<file path="config.mk">
export PLATFORM = sky130hd
export DESIGN_NAME = crc_engine
export DESIGN_NICKNAME = d
export VERILOG_FILES = /design/src/rtl/crc_eng_pkg.sv /design/src/rtl/crc_bitrev.sv /design/src/rtl/crc_datapath.sv /design/src/rtl/crc_regs.sv /design/src/rtl/crc_engine.sv
export SDC_FILE = /design/constraint.sdc
export NUM_CORES = 1
export LEC_CHECK = 0
export ABC_AREA = 1
export BUFFER_PORTS_ARGS = -buffer_cell sky130_fd_sc_hd__buf_2
export CORE_MARGIN = 2
export CORE_UTILIZATION = 35
export CTS_CLUSTER_DIAMETER = 60
export DETAILED_ROUTE_END_ITERATION = 8
export HOLD_SLACK_MARGIN = 0.02
export PLACE_DENSITY = 0.52
export SYNTH_ARGS = -nofsm -noshare
export SYNTH_HDL_FRONTEND = slang
export SYNTH_HIERARCHICAL = 1
export SYNTH_SLANG_ARGS = --single-unit
</file>
<file path="constraint.sdc">
create_clock -name clk -period 14.1 [get_ports clk]
set_clock_uncertainty 0.05 [all_clocks]
set_input_delay 0.705 -clock clk [delete_from_list [all_inputs] [get_ports clk]]
set_output_delay 0.705 -clock clk [all_outputs]
set_load 0.02 [all_outputs]
</file>
<file path="src/rtl/crc_eng_pkg.sv">
package crc_eng_pkg;
  localparam int unsigned OFS_DATA = 0;
  localparam int unsigned OFS_CTRL = 2;
  localparam int unsigned OFS_INIT = 4;
  localparam int unsigned OFS_POLY = 5;
  localparam int unsigned CTRL_SEED_BIT = 0;
  localparam int unsigned MODE_LO = 5;
  localparam int unsigned MODE_W = 3;

  typedef struct packed {
    logic seed;
    logic fold;
    logic mirrorIn;
    logic mirrorOut;
  } crcStrobe_t;
endpackage

</file>
<file path="src/rtl/crc_bitrev.sv">
module crc_bitrev #(
  parameter int unsigned W = 32
) (
  input  logic [W-1:0] din,
  output logic [W-1:0] dout
);
  for (genvar g = 0; g < W; g++) begin : g_bit
    assign dout[g] = din[W-1-g];
  end
endmodule

</file>
<file path="src/rtl/crc_datapath.sv">
module crc_datapath #(
  parameter int unsigned W = 32,
  parameter logic [W-1:0] RST_INIT = '1,
  parameter logic [W-1:0] RST_POLY = 32'h04C11DB7
) (
  input  logic                     clk,
  input  logic                     rstN,
  input  crc_eng_pkg::crcStrobe_t  strobe,
  input  logic [W-1:0]             wordIn,
  input  logic [W-1:0]             initVal,
  input  logic [W-1:0]             polyVal,
  output logic [W-1:0]             crcRaw,
  output logic [W-1:0]             activePoly,
  output logic [W-1:0]             crcView
);
  logic [W-1:0] wordRev;
  logic [W-1:0] wordEff;
  logic [W-1:0] crcRev;
  logic [W-1:0] nextCrc;

  crc_bitrev #(.W(W)) i_revIn  (.din(wordIn), .dout(wordRev));
  crc_bitrev #(.W(W)) i_revOut (.din(crcRaw), .dout(crcRev));

  assign wordEff = strobe.mirrorIn ? wordRev : wordIn;
  assign crcView = strobe.mirrorOut ? crcRev : crcRaw;

  // Unrolled shift-and-XOR, MSB of the word first
  always_comb begin
    logic [W-1:0] acc;
    logic fb;
    acc = crcRaw;
    for (int i = W - 1; i >= 0; i--) begin
      fb  = acc[W-1] ^ wordEff[i];
      acc = {acc[W-2:0], 1'b0} ^ (fb ? activePoly : '0);
    end
    nextCrc = acc;
  end

  always_ff @(posedge clk or negedge rstN) begin
    if (!rstN) begin
      crcRaw     <= RST_INIT;
      activePoly <= RST_POLY;
    end else if (strobe.seed) begin
      crcRaw     <= initVal;
      activePoly <= polyVal;
    end else if (strobe.fold) begin
      crcRaw     <= nextCrc;
    end
  end
endmodule

</file>
<file path="src/rtl/crc_regs.sv">
module crc_regs #(
  parameter int unsigned W = 32,
  parameter int unsigned ADDR_W = 4,
  parameter logic [W-1:0] RST_INIT = '1,
  parameter logic [W-1:0] RST_POLY = 32'h04C11DB7
) (
  input  logic                     clk,
  input  logic                     rstN,
  input  logic                     wrEn,
  input  logic                     rdEn,
  input  logic [ADDR_W-1:0]        addr,
  input  logic [W-1:0]             wrData,
  input  logic [W-1:0]             crcView,
  output crc_eng_pkg::crcStrobe_t  strobe,
  output logic [W-1:0]             initReg,
  output logic [W-1:0]             polyReg,
  output logic [W-1:0]             rdData
);
  import crc_eng_pkg::*;

  localparam int unsigned MODE_HI = MODE_LO + MODE_W - 1;
  localparam int unsigned PAD_W = W - MODE_HI - 1;

  logic [MODE_W-1:0] modeReg;
  logic hitData, hitCtrl, hitInit, hitPoly;
  logic mirrorOn;

  assign hitData = (addr == ADDR_W'(OFS_DATA));
  assign hitCtrl = (addr == ADDR_W'(OFS_CTRL));
  assign hitInit = (addr == ADDR_W'(OFS_INIT));
  assign hitPoly = (addr == ADDR_W'(OFS_POLY));
  assign mirrorOn = &modeReg;

  always_comb begin
    strobe.seed      = wrEn && hitCtrl && wrData[CTRL_SEED_BIT];
    strobe.fold      = wrEn && hitData;
    strobe.mirrorIn  = mirrorOn;
    strobe.mirrorOut = mirrorOn;
  end

  always_ff @(posedge clk or negedge rstN) begin
    if (!rstN) begin
      initReg <= RST_INIT;
      polyReg <= RST_POLY;
      modeReg <= '0;
    end else if (wrEn) begin
      if (hitInit) initReg <= wrData;
      if (hitPoly) polyReg <= wrData;
      if (hitCtrl) modeReg <= wrData[MODE_HI:MODE_LO];
    end
  end

  always_comb begin
    rdData = '0;
    if (rdEn) begin
      if (hitData)      rdData = crcView;
      else if (hitCtrl) rdData = {{PAD_W{1'b0}}, modeReg, {MODE_LO{1'b0}}};
      else if (hitInit) rdData = initReg;
      else if (hitPoly) rdData = polyReg;
    end
  end
endmodule

</file>
<file path="src/rtl/crc_engine.sv">
module crc_engine #(
  parameter int unsigned W = 32,
  parameter int unsigned ADDR_W = 4,
  parameter logic [W-1:0] RST_INIT = '1,
  parameter logic [W-1:0] RST_POLY = 32'h04C11DB7
) (
  input  logic              clk,
  input  logic              rstN,
  input  logic              wrEn,
  input  logic              rdEn,
  input  logic [ADDR_W-1:0] addr,
  input  logic [W-1:0]      wrData,
  output logic [W-1:0]      rdData
);
  crc_eng_pkg::crcStrobe_t strobe;
  logic [W-1:0] initReg, polyReg;
  logic [W-1:0] crcRaw, activePoly, crcView;

  crc_regs #(.W(W), .ADDR_W(ADDR_W), .RST_INIT(RST_INIT), .RST_POLY(RST_POLY)) i_regs (
    .clk(clk), .rstN(rstN), .wrEn(wrEn), .rdEn(rdEn), .addr(addr), .wrData(wrData),
    .crcView(crcView), .strobe(strobe), .initReg(initReg), .polyReg(polyReg),
    .rdData(rdData)
  );

  crc_datapath #(.W(W), .RST_INIT(RST_INIT), .RST_POLY(RST_POLY)) i_dp (
    .clk(clk), .rstN(rstN), .strobe(strobe), .wordIn(wrData), .initVal(initReg),
    .polyVal(polyReg), .crcRaw(crcRaw), .activePoly(activePoly), .crcView(crcView)
  );
endmodule

</file>
==> impl_metrics.tcl <==
set metrics [dict create \
    root_buffer "clkbuf_16" \
    ys_warn_count 6 \
    wirelength_mm 103 \
    ys_ff_latch 131 \
    dpl.hpwl_mm 72.3 \
    cts_made_buffers 17 \
    synth_nets 5445 \
    synth-compound-area-share 0.0391 \
    cts_num_sinks 131 \
    maxCapViolations 0 \
    drc 0 \
    crit_buf_inv 11 \
    syn_avg_cell_area_um2 5.51 \
    regArea_um2 3410 \
    place_area_um2 29000 \
    synth_mux_area_frac 0.00492 \
    synth_top_family_by_area "simple AND/OR/NAND/NOR gates" \
    postCtsHoldBufs 0 \
    setup-violations-final 0 \
    synthCells 5405 \
    num_vias 31300 \
    track_usage 0.232 \
    tightest_slew_ps 1330 \
    die_area_um2 87400 \
    synth-simple-area-share 0.543 \
    die_h_um 296 \
    io_pins 72 \
    reg2reg_slack_ps 1590 \
    critPathTopFamily "simple AND/OR/NAND/NOR gates" \
    max_stage_delay_ps 360 \
    hold_viol 0 \
    grt.overflow.total 0 \
    timing.slew.headroom 0.103 \
    fill_cells 9365 \
    h-tree-depth 4 \
    setup_tns_ps 0 \
    initial_core_util 0.355 \
    crit_path_frequent_cell "nand2_1" \
    final_area_um2 29800 \
    whs_ps 153 \
    status "completed" \
    cpMaxStageDelayCell "buf_4" \
    cts.path.max_buffers 2 \
    startpoint_type "flop" \
    synth_edf_count 0 \
    fin_nets 5144 \
    postCtsSetupBuffers 0 \
    hold_class "in -> async" \
    multi_input_area_um2 21700 \
    crit_fanout 62 \
    syn_area_um2 29800 \
    slew_violations 0 \
    path_clk_slew_ps 60 \
    place.gp.congestion 0.882 \
    grt_pass1_vias 27700 \
    end_kind "flop" \
    finalCriticalPeriod_ps 12510 \
    viasPerCell 5.00 \
    cts_tree "built" \
    antenna_found_initial 4 \
    r2r_end "i_dp/crcRaw[28]" \
    ant_nets 0 \
    synthXorXnorAreaFrac 0.139 \
    crit_type "reg -> reg" \
    area_delta_synth_final_pct 0.156 \
    routedWlPerCell_um 16.5 \
    final_layout_size_suffix_gt1_frac 0.110 \
    crit_arrival_ps 12840 \
    portBuffers 71 \
    worst_ep_required_time_ps 14440 \
    async_reset_ff_frac 1.00 \
    synth_cell_types 41 \
    grt_pass1_wl_mm 161 \
    ys_seq_area_frac 0.114 \
    core_um2 84000 \
    drt_iter0_drc 2619 \
    rows 106 \
    grt_start_max_net_pins 88 \
    synthAdderAreaFrac 0 \
    reg2regPathDepth 95 \
    dr.pass1.iters 6 \
    cp-startpoint "i_regs/modeReg[2]" \
    r2r-start "i_regs/modeReg[2]" \
    worst-path-stages 95 \
    die_w_um 296 \
    ys.flop_type "dfstp_2" \
    cp-endpoint "i_dp/crcRaw[28]" \
    post-route-period-util 0.887 \
    clk_latency_ps 450 \
    max_freq_ghz 0.0800 \
]
[synthesized netlist by cell type, types with 33 or more instances]
library cell,number,area share
clkbuf_8,33,0.015
xor2_1,150,0.044
dfstp_2,92,0.081
xnor2_1,317,0.093
nand2_4,40,0.015
nand2_1,2391,0.30
nand2_2,117,0.025
nand3_1,847,0.14
buf_6,67,0.025
nor2_1,147,0.019
inv_1,413,0.052
buf_4,118,0.030
o21ai_0,147,0.025
buf_1,72,0.0091
dfrtp_1,39,0.033
clkbuf_1,103,0.013
nand3_2,40,0.013
buf_2,66,0.011
[cells by family after synthesis]
kind of cell / after synthesis
and+or+nand+nor: 3685
buffers and inverters: 892
muxes: 13
AOI/OAI and AO/OA: 215
DFF: 131
xor gates and xnor gates: 469
[per-layer routing]
metal / wire (um) / global-route usage / vias to the layer above
met5: 13 / 0 / -
met4: 3150 / 0.0640 / 2
li1: - / - / 16000
met2: 44400 / 0.368 / 873
met1: 50200 / 0.336 / 14300
met3: 5560 / 0.0155 / 114
[final cells by class]
class                      count  area share
sequential                   131       0.114
antenna                        1   0.0000839
tap                         1134      0.0476
inverter                     422      0.0532
multi-input combinational   4387       0.729
timing repair buffer         145      0.0350
clock inverter                 4     0.00319
clock buffer                  27      0.0172
[sequential cells by signal, summed over array words and instances, names as in the netlist]
| name | count |
|---|---|
| i_dp/activePoly | 32 |
| i_dp/crcRaw | 32 |
| i_regs/initReg | 32 |
| i_regs/polyReg | 32 |
| i_regs/modeReg | 3 |
[placed cells by master, fill, tap and decap left out, drive strengths merged]
| master | count |
|---|---|
| mux2 | 13 |
| o21ai | 148 |
| xnor2 | 317 |
| nor2 | 174 |
| diode | 1 |
| a21oi | 32 |
| nand3b | 4 |
| a21o | 1 |
| a22oi | 32 |
| or2 | 31 |
| nand3 | 892 |
| nand4 | 32 |
| xor2 | 150 |
| buf | 141 |
| inv | 418 |
| xnor3 | 2 |
| nor3 | 2 |
| nand2 | 2555 |
| o21bai | 1 |
| clkbuf | 31 |
| dfstp | 92 |
| clkinv | 5 |
| dfrtp | 39 |
| bufinv | 3 |
| o211ai | 1 |
[stage by stage]
step                       util  worst slack [ps]  instances
after detailed placement  0.345               405       6214
after CTS                 0.352               406       6245
after global placement    0.345               748       6214
after floorplan               -              5160       5405
final                     0.355              1590       6251
after global routing      0.355             -11.9       6250
[what timing repair did]
item,4_1_cts,5_1_grt
gates resized for setup,0,46
setup endpoints to repair,0,32
hold endpoints to repair,0,0
[worst min-delay path by stage]
stage                 startpoint  slack, ps                   to
6_report                    rstN        150   i_regs/polyReg[31]
5_1_grt                     rstN        170   i_regs/polyReg[30]
4_1_cts                     rstN        150   i_regs/polyReg[30]
3_5_place_dp   i_regs/modeReg[1]        410    i_regs/modeReg[1]
3_3_place_gp   i_regs/modeReg[1]        410    i_regs/modeReg[1]
2_1_floorplan               rstN        360  i_dp/activePoly[13]
Power is left out: the tool's default activity adds up to more than one toggle a clock period on the data nets, which glitch-free logic cannot reach.
